--- src/rtl/adc_result_bank.sv ---
module adc_result_bank #(
  parameter int NUM_REGS = 16,
  parameter int RES_W    = 12,
  parameter int WORD_W   = 16,
  parameter int BYTE_W   = 8,
  localparam int IDX_W   = $clog2(NUM_REGS),
  localparam int PAD_W   = WORD_W - RES_W
) (
  input  logic              clk,
  input  logic              rst_n,
  input  logic              st_valid,
  input  logic [IDX_W-1:0]  st_idx,
  input  logic [RES_W-1:0]  st_res,
  output logic              st_done,
  input  logic              rd_valid,
  output logic              rd_ready,
  input  logic [IDX_W-1:0]  rd_idx,
  input  logic              rd_upper,
  output logic              rd_rvalid,
  output logic [WORD_W-1:0] rd_data
);

  logic [RES_W-1:0] bank [NUM_REGS];

  logic             wr_act;
  logic [IDX_W-1:0] wr_idx;
  logic [RES_W-1:0] wr_res;

  logic             rd_act;
  logic [IDX_W-1:0] rd_q_idx;
  logic             rd_q_upper;

  logic             pend_v;
  logic [IDX_W-1:0] pend_idx;
  logic [RES_W-1:0] pend_res;

  logic st_hits_rd, pend_go, st_go, st_defer, rd_fire;
  logic [WORD_W-1:0] word_view;

  assign st_hits_rd = rd_act && (rd_q_idx == st_idx);
  assign pend_go    = pend_v && !(rd_act && (rd_q_idx == pend_idx));
  assign st_go      = st_valid && !st_hits_rd && !pend_go;
  assign st_defer   = st_valid && !st_go;

  assign rd_ready = !(wr_act   && (wr_idx   == rd_idx)) &&
                    !(st_valid && (st_idx   == rd_idx)) &&
                    !(pend_v   && (pend_idx == rd_idx));
  assign rd_fire  = rd_valid && rd_ready;

  assign st_done   = wr_act;
  assign word_view = {bank[rd_q_idx], {PAD_W{1'b0}}};

  always_ff @(posedge clk or negedge rst_n) begin
    if (!rst_n) begin
      wr_act <= 1'b0;
      wr_idx <= '0;
      wr_res <= '0;
    end else begin
      wr_act <= pend_go || st_go;
      wr_idx <= pend_go ? pend_idx : st_idx;
      wr_res <= pend_go ? pend_res : st_res;
    end
  end

  always_ff @(posedge clk or negedge rst_n) begin
    if (!rst_n) begin
      pend_v   <= 1'b0;
      pend_idx <= '0;
      pend_res <= '0;
    end else if (st_defer) begin
      pend_v   <= 1'b1;
      pend_idx <= st_idx;
      pend_res <= st_res;
    end else if (pend_go) begin
      pend_v   <= 1'b0;
    end
  end

  always_ff @(posedge clk or negedge rst_n) begin
    if (!rst_n) begin
      rd_act     <= 1'b0;
      rd_q_idx   <= '0;
      rd_q_upper <= 1'b0;
      rd_rvalid  <= 1'b0;
      rd_data    <= '0;
    end else begin
      rd_act     <= rd_fire;
      rd_q_idx   <= rd_idx;
      rd_q_upper <= rd_upper;
      rd_rvalid  <= rd_act;
      if (rd_act)
        rd_data <= rd_q_upper ? {{(WORD_W-BYTE_W){1'b0}}, word_view[WORD_W-1 -: BYTE_W]}
                              : word_view;
    end
  end

  for (genvar i = 0; i < NUM_REGS; i++) begin : g_reg
    always_ff @(posedge clk or negedge rst_n) begin
      if (!rst_n)
        bank[i] <= '0;
      else if (wr_act && (wr_idx == IDX_W'(i)))
        bank[i] <= wr_res;
    end
  end


  rd_latency_chk: assert property (@(posedge clk) disable iff (!rst_n)
    rd_valid && rd_ready |=> ##1 rd_rvalid);


  st_latency_chk: assert property (@(posedge clk) disable iff (!rst_n)
    st_valid && !(rd_act && rd_q_idx == st_idx) |=> st_done);


  no_torn_read_chk: assert property (@(posedge clk) disable iff (!rst_n)
    !(rd_act && wr_act && rd_q_idx == wr_idx));


  pend_drains_chk: assert property (@(posedge clk) disable iff (!rst_n)
    pend_v |=> !pend_v);


  low_nibble_zero_chk: assert property (@(posedge clk) disable iff (!rst_n)
    rd_act && !rd_q_upper |=> rd_data[PAD_W-1:0] == '0);


  byte_view_chk: assert property (@(posedge clk) disable iff (!rst_n)
    rd_act && rd_q_upper |=> rd_data[WORD_W-1:BYTE_W] == '0);

endmodule

--- config.mk ---
export PLATFORM = sky130hd
export DESIGN_NAME = adc_result_bank
export DESIGN_NICKNAME = d
export VERILOG_FILES = /design/src/rtl/adc_result_bank.sv
export SDC_FILE = /design/constraint.sdc
export NUM_CORES = 1
export LEC_CHECK = 0
export BUFFER_PORTS_ARGS = -buffer_cell sky130_fd_sc_hd__buf_4
export CORE_MARGIN = 1
export CORE_UTILIZATION = 50
export CTS_CLUSTER_SIZE = 28
export DETAILED_ROUTE_END_ITERATION = 7
export GPL_ROUTABILITY_DRIVEN = 0
export PLACE_DENSITY = 0.67
export RECOVER_POWER = 25
export SYNTH_ARGS = -nofsm -noshare
export SYNTH_HDL_FRONTEND = slang
export SYNTH_SLANG_ARGS = --single-unit
--- constraint.sdc ---
create_clock -name clk -period 3 [get_ports clk]
set_input_delay 0 -clock clk [delete_from_list [all_inputs] [get_ports clk]]
set_output_delay 0 -clock clk [all_outputs]
set_load 0.03 [all_outputs]
# Yosys cells after proc, flatten, opt, wreduce, memory -nomap -nowiden
# Cells that the tools add are included.
[classes] mux=8 reduce_logical=38 eq_ne=20 bitwise=1 n_lt_le_gt_ge=1
[op_table] op="binary-select mux 12 bit (select 4 bit)" n=1
[op_table] op="two-way mux 12 bit" n=3
[op_table] op="== test 4 bit, second input constant" n=8
[op_table] op="logical AND 1 bit" n=28
[op_table] op="== test 4 bit" n=5
[op_table] op="== test 4 x 3 -> 1 bit, second input constant" n=4
[op_table] op="two-way mux 16 bit" n=1
[op_table] op="== test 4 x 2 -> 1 bit, second input constant" n=2
[op_table] op="zero test 1 bit" n=7
[op_table] op="greater-or-equal comparator 5 bit, second input constant" n=1
[op_table] op="NOT 4 -> 5 bit" n=1
[op_table] op="== test 4 x 1 -> 1 bit, second input constant" n=1
[op_table] op="zero test 4 bit" n=1
[op_table] op="two-way mux 4 bit" n=1
[op_table] op="two-way mux 1 bit" n=2
[op_table] op="nonzero test 2 bit" n=1
[op_table] op="logical OR 1 bit" n=1
[totals] regBits=249

# Logic depth before layout (Yosys ltp)
# Gate-level depths: netlist of run 1.
[logic_depth] ltp_word=9 ltp_mapped=7

# Least setup slack after synthesis of run 1
# No wires, ideal clock.
[synth_path] kind="register to register" startpoint="register rd_q_idx[0]" endpoint="register pend_idx[0]" period_less_slack_ns=1.976 path_buffers=2 t_arrival_ns=1.851 stages_incl_launch_ff=8 setup_slack_ns=1.024 path_cell_list="dfrtp_1 -> buf_6 -> xor2_1 -> nor3_2 -> a31oi_4 -> o21ai_4 -> buf_12 -> mux2_4"
[synth_via] elab_chain_cells=8
[synth_lines] item="start: declaration" line="30" rtl="logic [IDX_W-1:0] rd_q_idx;"
[synth_lines] item="start signal: assignment" line="88" rtl="rd_q_idx <= rd_idx;"
[synth_lines] item="== test 4 bit" line="41" rtl="assign pend_go = pend_v && !(rd_act && (rd_q_idx == pend_idx));"
[synth_lines] item="logical AND 1 bit" line="41"
[synth_lines] item="zero test 1 bit" line="41"
[synth_lines] item="logical AND 1 bit" line="41"
[synth_lines] item="zero test 1 bit" line="42" rtl="assign st_go = st_valid && !st_hits_rd && !pend_go;"
[synth_lines] item="logical AND 1 bit *" line="42"
[synth_lines] item="zero test 1 bit *" line="43" rtl="assign st_defer = st_valid && !st_go;"
[synth_lines] item="logical AND 1 bit *" line="43"
[synth_lines] item="end signal: assignment" line="72" rtl="pend_idx <= st_idx;"
[synth_lines] item="end: declaration" line="34" rtl="logic [IDX_W-1:0] pend_idx;"
# Every way passes the cells marked *; elsewhere a longest branch is shown, timed or not.
# A chain may end at the register's enable or synchronous reset.

# Final worst setup path of run 1
[layout_path] startpoint="register rd_q_idx[1]" endpoint="register rd_data[5]"
[layout_via] elab_chain_cells=5
[layout_lines] item="NOT 4 -> 5 bit (implied by the code)" line="51" rtl="assign word_view = {bank[rd_q_idx], {PAD_W{1'b0}}};"
[layout_lines] item="binary-select mux 12 bit (select 4 bit)" line="51"
[layout_lines] item="two-way mux 12 bit (implied by the code) (2 in series)" line="51"
[layout_lines] item="two-way mux 16 bit" line="92" rtl="rd_data <= rd_q_upper ? {{(WORD_W-BYTE_W){1'b0}}, word_view[WORD_W-1 -: BYTE_W]}"
[layout_lines] item="end signal: assignment" line="92"
[layout_lines] item="end: declaration" line="20" rtl="output logic [WORD_W-1:0] rd_data"
# No other way between the ends. The select of a mux whose other input is x is not followed.

==> flow_summary.json, run 1 <==
{
  "cts_inserted_buffers": 27,
  "total_drc_errors_in_the_routed_layout": 0,
  "nets": 838,
  "globalRouteTotalUtil_pct": 23.45,
  "number_of_slew_limit_violations_in_the_final_report": 87,
  "synth_edf_count": 0,
  "leakagePower_uw": 0.005685,
  "hold_violations": 0,
  "boundaryPins": 44,
  "coreArea_um2": 21890,
  "cts.clk_slew.worst_paths_ns": 0.06,
  "yosys_warns": 0,
  "detailed_place_hpwl_um": 16270,
  "hold_depth": 2,
  "netlist_area_um2": 11210,
  "drt-wirelength-per-cell_um": 22.77,
  "critical_path_arrival_ns": 2.73,
  "globalRouteOverflowTotal": 0,
  "worst_slew_pin_tran_ns": 2.277,
  "ffs_latches_synth": 249,
  "worst-setup-path-type": "reg -> reg",
  "finalCoreUtilization_pct": 59.47,
  "n_diodes": 0,
  "regToRegEndpoint": "rd_data[5]$_DFFE_PN0P_",
  "share_of_async_settable_or_async_resettable_flops_after_synthesis_pct": 100.0,
  "detail_route.vias_per_cell": 5.766,
  "cp_data_required_time_ns": 3.38,
  "slew-limit-headroom_pct": -51.77,
  "drt_first_pass_iters": 4,
  "power_density_over_the_cells_nw_per_um2": 780.3,
  "cts_root_buffer": "sky130_fd_sc_hd__clkbuf_16",
  "final.setup_skew_ns": 0.007444,
  "max-vdd-ir-drop_mv": 0.4213,
  "crit_path_max_fanout": 36,
  "syn-mean-instance-area_um2": 15.13,
  "clk_path_buf_depth": 3,
  "die_h_um": 151.8,
  "grt_start_max_net_pins": 89,
  "floorplan.initialDensity_pct": 51.22,
  "layout_cells_sized_above_1_pct": 46.64,
  "instances_no_fill": 1114,
  "hp-start": "rd_upper",
  "final_cell_area_um2": 13020,
  "final.min_clock_period_ns": 2.350,
  "fp.dieW_um": 151.8,
  "fmax_ghz": 0.4255,
  "cap_viol_max_count": 1,
  "failed_checks": "capacitance limit, slew limit",
  "rows": 54,
  "final.period_utilization_pct": 78.34,
  "whs_endpoint": "rd_q_upper$_DFF_PN0_",
  "synthTopCellsByArea": "sky130_fd_sc_hd__dfrtp_1 (56%), sky130_fd_sc_hd__mux2_2 (23%), sky130_fd_sc_hd__mux4_2 (7.6%)",
  "tns_ns": 0,
  "postRouteWirelength_um": 25370,
  "grt_antenna_before_repair": 0,
  "synth_top_flop_cell": "sky130_fd_sc_hd__dfrtp_1",
  "antenna_left": 0,
  "number_of_design_rule_violations_left_by_the_first_detailed_router_iteration": 339,
  "htreeDepth": 1,
  "clock_sinks": 249,
  "place.port_buffers": 43,
  "ff2ff_setup_slack_ns": 0.65,
  "timing.rr.start": "rd_q_idx[1]$_DFF_PN0_",
  "vias": 6423,
  "synthesis.instances": 741,
  "cts_tree": "done",
  "area_growth_syn_to_layout_pct": 16.09,
  "first_global_vias": 6786,
  "yosys.cell_types.count": 43,
  "synthesis.nets": 766,
  "rsz_0062_raised_after_global_routing": "false",
  "timing.hold.worst.class": "in -> reg",
  "global_route_wire_length_before_repair_um": 39960,
  "post_cts_gate_resize_count": 0,
  "worstSetupEndpointType": "register",
  "place_inst": 1040,
  "number_of_fill_cells": 1704,
  "setup-violations-final": 0,
  "timing.critical_path.from_type": "register",
  "share_of_the_synthesized_area_in_the_top_cell_type_pct": 55.57,
  "yosys.area.top_type": "sky130_fd_sc_hd__dfrtp_1",
  "clk_lat_worst_skew_ns": 0.53,
  "fp.dieArea_um2": 23030,
  "outcome": "finished with violations",
  "seq_area_frac_synth_pct": 55.57,
  "placed_cell_area_um2": 11870,
  "postCtsSetupBuffers": 0,
  "r2r_cell_count": 6,
  "ctsHoldBuffers": 24
}
[cell families (layout without fill, tap and decap cells)]
family          Yosys count  count (layout)  share of synthesized area (%)
compound gates           39              39                          2.455
buf+inv                  66             159                          2.812
simple gates             72              72                          3.202
xor+xnor                 20              20                          1.562
mux                     295             295                          34.40
flops                   249             249                          55.57
[synth_stat cells, drive strengths merged (4+ instances only)]
library cell / n
o21ai: 9
nand2: 18
nor2b: 4
mux2i: 16
mux2: 235
mux4: 44
xor2: 11
nor3: 6
dfrtp: 249
xnor2: 9
clkbuf: 31
nand3: 5
o22ai: 8
buf: 19
nand2b: 5
nand3b: 4
inv: 15
a21oi: 7
a211oi: 5
nor2: 20
[flip-flops by register name, summed over array words and instances (netlist names)]
register    flops
bank          192
rd_data        16
pend_res       12
wr_res         12
pend_idx        4
rd_q_idx        4
wr_idx          4
pend_v          1
rd_act          1
rd_q_upper      1
rd_rvalid       1
st_done         1
[worst max-delay path by stage]
stage / from / endpoint / cells past startpoint / slack (ns)
after global routing: rst_n / bank[112]$_DFFE_PN0P_ / 3 / 0.36
after global placement: rd_q_idx[0]$_DFF_PN0_ / rd_data[13]$_DFFE_PN0P_ / 6 / 0.70
final: rd_q_idx[1]$_DFF_PN0_ / rd_data[5]$_DFFE_PN0P_ / 6 / 0.65
after detailed placement: rd_q_idx[1]$_DFF_PN0_ / pend_res[0]$_DFFE_PN0P_ / 4 / 0.65
after CTS: rd_q_idx[1]$_DFF_PN0_ / pend_res[3]$_DFFE_PN0P_ / 4 / 0.65
after floorplan: rd_q_idx[0]$_DFF_PN0_ / pend_idx[0]$_DFFE_PN0P_ / 7 / 1.02
[routing by layer]
layer / GRT usage [%] / up-vias / part of all wire [%]
met5: 0 / - / 0
met4: 5.297 / 0 / 1.3
met3: 3.353 / 26 / 5.2
met2: 36.32 / 155 / 47
met1: 35.11 / 3390 / 47
li1: - / 2852 / -
[layout make-up]
type,count,area [µm²],share of cell area [%]
flip-flops and latches,249,6233,47.89
multi-input cells,426,4667,35.85
inverters,16,60.06,0.4614
well taps,280,350.3,2.691
clock inverters,12,147.6,1.134
clock buffers,38,787.0,6.046
repair buffers,93,772.0,5.930
[through the flow]
stage,hold slack (ns),total power (µW),setup slack [ns]
floorplan,-0.2956,6150,1.024
global placement,0.05244,6657,0.7011
detailed placement,0.06712,6784,0.6525
CTS,0.1000,10250,0.6475
global route,0.1611,10660,0.3639
finish,0.1367,10160,0.6498
[power by group]
part | switching (µW) | internal (µW) | total (µW) | leakage [µW]
registers | 539 | 4250 | 4790 | 0.00306
clock network | 1330 | 2090 | 3420 | 0.000464
logic | 741 | 1210 | 1950 | 0.00216
total | 2610 | 7550 | 10200 | 0.00568
[critical path, stage by stage, from the launching register on]
cell and delay [ns]:
sky130_fd_sc_hd__dfrtp_2 0.80, sky130_fd_sc_hd__buf_12 0.32, sky130_fd_sc_hd__mux4_2 0.23, sky130_fd_sc_hd__mux2i_1 0.07, sky130_fd_sc_hd__mux2i_1 0.24, sky130_fd_sc_hd__nor2_1 0.07, sky130_fd_sc_hd__a2111oi_0 0.45
[layout by cell type (no fill, tap or decap), drive strengths merged, types with 6 or more instances in the layout]
cell type    netlist  layout
a21oi              7       7
clkinv             1       7
clkbuf            31      46
dlygate4sd3        0      24
nand2             18      18
mux2             235     235
buf               19      61
inv               15      17
xor2              11      11
nor3               6       6
o21ai              9       9
xnor2              9       9
dfrtp            249     249
mux2i             16      16
mux4              44      44
nor2              20      20
o22ai              8       8
No activity file was read; power rests on OpenSTA's default activity.
==> inputs of run 2 (changes only) <==
Settings changed: ABC_AREA from default to 1, PLACE_DENSITY 0.67 to 0.69.
Clock period 3 ns to 1.9 ns, I/O delays scaled along.
==> flow_summary.json, run 2 <==
{
  "leakagePower_uw": 0.006611,
  "place_inst": 1745,
  "regToRegEndpoint": "rd_data[13]$_DFFE_PN0P_",
  "crit_path_cell_trace": "inv_2, buf_12, nand2_1, nand2_1, nand2_1, nand3_1, nand3_1, nand2_1, nand2_1, nand2_1",
  "ff2ff_setup_slack_ns": 0.11,
  "critical-path-top-cell-by-count": "sky130_fd_sc_hd__nand2_1",
  "vias": 9847,
  "number_of_slew_limit_violations_in_the_final_report": 68,
  "yosys.cell_types.count": 30,
  "critical_path_arrival_ns": 2.26,
  "boundaryPins": 44,
  "instances_no_fill": 1818,
  "synth_top_flop_cell": "sky130_fd_sc_hd__dfrtp_1",
  "share_of_async_settable_or_async_resettable_flops_after_synthesis_pct": 100.0,
  "final.setup_skew_ns": 0.008452,
  "detailed_place_hpwl_um": 20630,
  "grt_start_max_net_pins": 69,
  "globalRouteTotalUtil_pct": 27.61,
  "setup_ws_ns": 0.1144,
  "power_density_over_the_cells_nw_per_um2": 1212,
  "layout_cells_sized_above_1_pct": 10.05,
  "max-vdd-ir-drop_mv": 0.5895,
  "cts_inserted_buffers": 27,
  "number_of_design_rule_violations_left_by_the_first_detailed_router_iteration": 760,
  "whs_endpoint": "rd_q_upper$_DFF_PN0_",
  "htreeDepth": 1,
  "power_frac_comb_pct": 21.2,
  "worst_path_max_delay_cell": "sky130_fd_sc_hd__dfrtp_4",
  "total_drc_errors_in_the_routed_layout": 0,
  "postRouteWirelength_um": 31730,
  "floorplan.initialDensity_pct": 50.96,
  "worstSetupEndpointType": "register",
  "share_of_the_synthesized_area_in_the_top_cell_type_pct": 54.17,
  "globalRouteOverflowTotal": 0,
  "clk_path_buf_depth": 3,
  "drt_first_pass_iters": 6,
  "hold_violations": 0,
  "worst_slew_pin_tran_ns": 1.658,
  "timing.critical_path.from_type": "register",
  "power.sequential.fraction_pct": 48.0,
  "sw_frac_of_total_pct": 31.09,
  "setup-violations-final": 0,
  "final.min_clock_period_ns": 1.786,
  "area_growth_syn_to_layout_pct": 15.81,
  "cts_tree": "done",
  "most-common-layout-cells": "sky130_fd_sc_hd__nand2_1 (491), sky130_fd_sc_hd__dfrtp_1 (246), sky130_fd_sc_hd__o21ai_0 (204)",
  "first_global_vias": 9600,
  "rows": 55,
  "worst-setup-path-type": "reg -> reg",
  "layout_commonest_cell": "sky130_fd_sc_hd__nand2_1",
  "netlist_area_um2": 11500,
  "n_diodes": 0,
  "hold_slack_ns": 0.1497,
  "grt_antenna_before_repair": 0,
  "finalCoreUtilization_pct": 59.02,
  "top_register": "bank",
  "hold_depth": 2,
  "clk_lat_worst_skew_ns": 0.53,
  "outcome": "finished with violations",
  "yosys_warns": 0,
  "fp.dieArea_um2": 23620,
  "rsz_0062_raised_after_global_routing": "true",
  "crit_path_max_fanout": 27,
  "seq_area_frac_synth_pct": 54.17,
  "detailedPlace.worstSlack_ns": 0.1348,
  "global_route_wire_length_before_repair_um": 51410,
  "ffs_latches_synth": 249,
  "intPower_uw": 11130,
  "synth_edf_count": 0,
  "timing.rr.start": "rd_q_idx[0]$_DFF_PN0_",
  "cp_data_required_time_ns": 2.37,
  "yosys.area.top_type": "sky130_fd_sc_hd__dfrtp_1",
  "hp-start": "rd_upper",
  "syn-mean-instance-area_um2": 7.858,
  "antenna_left": 0,
  "failed_checks": "capacitance limit, slew limit",
  "cts.clk_slew.worst_paths_ns": 0.06,
  "number_of_fill_cells": 2001,
  "final.period_utilization_pct": 93.98,
  "synthTopCellsByCount": "sky130_fd_sc_hd__nand2_1 (491), sky130_fd_sc_hd__dfrtp_1 (249), sky130_fd_sc_hd__o21ai_0 (204)",
  "coreArea_um2": 22570,
  "layout_top_registers": "bank (192), rd_data (16)",
  "slowest_delay_ns": 0.53,
  "synthTopCellsByArea": "sky130_fd_sc_hd__dfrtp_1 (54%), sky130_fd_sc_hd__nand2_1 (16%), sky130_fd_sc_hd__o21ai_0 (8.9%)",
  "cts_root_buffer": "sky130_fd_sc_hd__clkbuf_16",
  "slew-limit-headroom_pct": -10.55,
  "max_ffs_per_register": 192,
  "nets": 1541,
  "detail_route.vias_per_cell": 5.416,
  "synthesis.instances": 1464,
  "fp.dieW_um": 153.7,
  "synthesis.nets": 1489,
  "clock_sinks": 249,
  "yosys.cell_count.top_type": "sky130_fd_sc_hd__nand2_1",
  "share_clk_of_total_power_pct": 30.9,
  "total_switching_power_uw": 5021,
  "drt-wirelength-per-cell_um": 17.46,
  "cap_viol_max_count": 1,
  "r2r_cell_count": 10,
  "fmax_ghz": 0.5600,
  "timing.hold.worst.class": "in -> reg",
  "die_h_um": 153.7,
  "place.port_buffers": 43
}
==> run 2: cell types whose count changed in the layout (fill, tap and decap cells not counted), moves of 19 or more <==
| cell | change |
|---|---|
| sky130_fd_sc_hd__nand3_1 | +139 |
| sky130_fd_sc_hd__o21ai_0 | +202 |
| sky130_fd_sc_hd__nand2_1 | +473 |
| sky130_fd_sc_hd__mux4_2 | -38 |
| sky130_fd_sc_hd__mux2_2 | -225 |
| sky130_fd_sc_hd__nor2_1 | +33 |
| sky130_fd_sc_hd__a21oi_1 | +19 |
| sky130_fd_sc_hd__inv_1 | +128 |
==> run 2: routing by layer <==
metal | part of all wire, % | track usage (%) | wire [µm]
met2 | 50 | 47.77 | 15780
met3 | 5.5 | 2.931 | 1750
met5 | 0 | 0 | 0
met1 | 43 | 37.19 | 13540
met4 | 2.1 | 7.048 | 660
==> run 2: power by group through the flow <==
stage | clock network, µW | registers, µW | logic (µW)
2_1_floorplan | 0 | 7660 | 2340
4_1_cts | 5040 | 7740 | 3420
5_1_grt | 5250 | 7930 | 3970
3_3_place_gp | 0 | 7770 | 3250
3_5_place_dp | 0 | 7820 | 3350
6_report | 4980 | 7750 | 3420
==> run 2: cell type report <==
type / count / area (µm²) / share of cell area [%]
flip-flops and latches: 249 / 6237 / 46.82
well taps: 285 / 356.6 / 2.677
repair buffers: 115 / 1022 / 7.673
multi-input cells: 974 / 4315 / 32.39
clock inverters: 7 / 66.31 / 0.4977
clock buffers: 39 / 760.7 / 5.710
inverters: 149 / 564.3 / 4.236
==> run 2: worst max-delay path: cells and delay by family, from the launching register on <==
family                 cells  cell delay, ns
flip-flops                 1            0.53
buffers and inverters      2            0.41
AND/OR/NAND/NOR            8            0.75
==> run 2: logic make-up after synthesis <==
kind of cell	share of synthesized area, %
AND/OR/NAND/NOR	25.40
AO/OA/AOI/OAI	11.69
flip-flops	54.17
buffers and inverters	8.440
XOR/XNOR	0.3046
==> run 2: through the flow <==
step / power (µW) / setup TNS (ns) / area [µm²]
2_1_floorplan: 9999 / 0 / 11500
3_3_place_gp: 11020 / 0 / 12240
3_5_place_dp: 11170 / 0 / 12240
4_1_cts: 16210 / 0 / 13310
5_1_grt: 17150 / -0.01330 / 13320
6_report: 16150 / 0 / 13320
==> run 2: worst max path at each step <==
stage                               start                 endpoint  slack [ns]  cells past startpoint
global route        rd_q_idx[0]$_DFF_PN0_  pend_res[1]$_DFFE_PN0P_       -0.01                      9
floorplan               st_done$_DFF_PN0_     bank[73]$_DFFE_PN0P_        0.42                      5
CTS                     st_done$_DFF_PN0_                 rd_ready        0.01                      6
global placement    rd_q_idx[0]$_DFF_PN0_   rd_data[4]$_DFFE_PN0P_        0.15                      9
detailed placement  rd_q_idx[0]$_DFF_PN0_  rd_data[13]$_DFFE_PN0P_        0.13                     10
finish              rd_q_idx[0]$_DFF_PN0_  rd_data[13]$_DFFE_PN0P_        0.11                     10
==> run 2: what timing repair did <==
item | 4_1_cts | 5_1_grt
setup buffers | 0 | 2
hold buffers | 24 | 0
hold endpoints to repair | 289 | 0
resized for setup | 1 | 3
gates cloned | 0 | 1
endpoints found under the setup margin | 1 | 10
==> inputs of run 3 (changes only) <==
Settings changed: BUFFER_PORTS_ARGS -buffer_cell sky130_fd_sc_hd__buf_4 to default, DONT_BUFFER_PORTS from default to 1, PLACE_DENSITY 0.69 to 0.68.
==> flow_summary.json, run 3 (synthesis results as in run 2) <==
{
  "grt_start_max_net_pins": 250,
  "die_h_um": 153.7,
  "place_inst": 1697,
  "top_register": "bank",
  "final.setup_skew_ns": 0.01357,
  "final.period_utilization_pct": 95.60,
  "clock_sinks": 249,
  "failed_checks": "hold timing",
  "max_ffs_per_register": 192,
  "outcome": "finished with violations",
  "cap_viol_max_count": 0,
  "rows": 55,
  "drt_first_pass_iters": 5,
  "grt_antenna_before_repair": 0,
  "layout_top_registers": "bank (192), rd_data (16)",
  "cts.clk_slew.worst_paths_ns": 0.06,
  "detailed_place_hpwl_um": 19610,
  "globalRouteOverflowTotal": 0,
  "cts_inserted_buffers": 27,
  "postRouteWirelength_um": 31340,
  "fp.dieW_um": 153.7,
  "number_of_fill_cells": 2072,
  "ctsHoldBuffers": 25,
  "leakagePower_uw": 0.006381,
  "clk_lat_worst_skew_ns": 0.53,
  "nets": 1491,
  "htreeDepth": 1,
  "fp.dieArea_um2": 23620,
  "layout_commonest_cell": "sky130_fd_sc_hd__nand2_1",
  "max-vdd-ir-drop_mv": 0.7464,
  "area_growth_syn_to_layout_pct": 12.63,
  "globalRouteTotalUtil_pct": 27.55,
  "layout_cells_sized_above_1_pct": 7.148,
  "drt-wirelength-per-cell_um": 17.73,
  "postCtsSetupBuffers": 0,
  "instances_no_fill": 1768,
  "fmax_ghz": 0.5506,
  "total_drc_errors_in_the_routed_layout": 0,
  "timing.critical_path.from_type": "register",
  "regArea_um2": 6237,
  "worstSetupEndpointType": "register",
  "n_diodes": 0,
  "multi_input_area_um2": 4307,
  "worst_slew_pin_tran_ns": 1.129,
  "setup-violations-final": 0,
  "detail_route.vias_per_cell": 5.426,
  "place.port_buffers": 0,
  "vias": 9594,
  "number_of_slew_limit_violations_in_the_final_report": 0,
  "tns_ns": 0,
  "coreArea_um2": 22570,
  "slew-limit-headroom_pct": 24.49,
  "boundaryPins": 44,
  "cp_data_required_time_ns": 2.32,
  "first_global_vias": 9381,
  "power_density_over_the_cells_nw_per_um2": 1230,
  "global_route_wire_length_before_repair_um": 50690,
  "final.min_clock_period_ns": 1.816,
  "floorplan.initialDensity_pct": 50.96,
  "crit_path_max_fanout": 5,
  "worst-setup-path-type": "reg -> reg",
  "cts_root_buffer": "sky130_fd_sc_hd__clkbuf_16",
  "cts_tree": "done",
  "hold_violations": 249,
  "critical_path_arrival_ns": 2.24,
  "hold_slack_ns": -0.8039,
  "timing.hold.worst.class": "in -> async",
  "number_of_design_rule_violations_left_by_the_first_detailed_router_iteration": 839,
  "antenna_left": 0,
  "clk_path_buf_depth": 3,
  "rsz_0062_raised_after_global_routing": "false",
  "most-common-layout-cells": "sky130_fd_sc_hd__nand2_1 (491), sky130_fd_sc_hd__dfrtp_1 (246), sky130_fd_sc_hd__o21ai_0 (204)"
}
[run 3: layout make-up]
type,instances,area share [%]
clock buffer,41,6.161
clock inverter,5,0.4056
inverter,149,4.375
multi-input combinational,974,33.24
sequential,249,48.14
tap,285,2.752
timing repair buffer,65,4.925
[run 3: what timing repair did]
action | 4_1_cts | 5_1_grt
hold endpoints to repair | 289 | 249
resized for setup | 1 | 2
setup endpoints to repair | 1 | 3
[run 3: critical path, stage by stage (launching register included)]
cell,delay (ns)
sky130_fd_sc_hd__dfrtp_4,0.53
sky130_fd_sc_hd__inv_4,0.10
sky130_fd_sc_hd__or2_0,0.11
sky130_fd_sc_hd__nand3_1,0.08
sky130_fd_sc_hd__nor2_1,0.10
sky130_fd_sc_hd__nand2_1,0.11
sky130_fd_sc_hd__nand2_1,0.08
sky130_fd_sc_hd__dlygate4sd3_1,0.56
sky130_fd_sc_hd__nand2_1,0.05
[run 3: final timing paths]
path / from / endpoint / slack [ns] / depth (start not counted)
worst min register to register: rd_act$_DFF_PN0_ / rd_rvalid$_DFF_PN0_ / 0.45 / 0
max in group asynchronous: rst_n / bank[188]$_DFFE_PN0P_ / 2.29 / 0
min in group clk: rd_upper / rd_q_upper$_DFF_PN0_ / 0.04 / 1
worst max register to register: rd_q_idx[0]$_DFF_PN0_ / st_done$_DFF_PN0_ / 0.08 / 8
worst min-delay path: rst_n / bank[80]$_DFFE_PN0P_ / -0.80 / 0
worst max-delay path: rd_q_idx[0]$_DFF_PN0_ / st_done$_DFF_PN0_ / 0.08 / 8
[run 3: through the flow]
stage	util, %	power, µW	worst slack (ns)	cell area (µm²)
6_report	57.40	15940	0.08368	12960
5_1_grt	57.40	16910	0.007589	12960
4_1_cts	57.37	16000	0.05480	12950
3_5_place_dp	52.48	10890	0.1949	11850
3_3_place_gp	52.48	10740	0.1996	11850
2_1_floorplan	-	9999	0.4180	11500
[run 3: report_power, final]
group	internal (µW)	total (µW)	switching (µW)
registers	6930	7880	945
logic	1180	3000	1820
clock network	3000	5060	2060
total	11100	15900	4820
[run 3: routing by layer]
layer	GRT usage, %	share of wire, %	up-vias
met5	0	0	-
met4	9.857	3.6	0
met3	5.581	7.5	60
met2	43.40	46	318
met1	37.95	43	4584
li1	-	-	4632
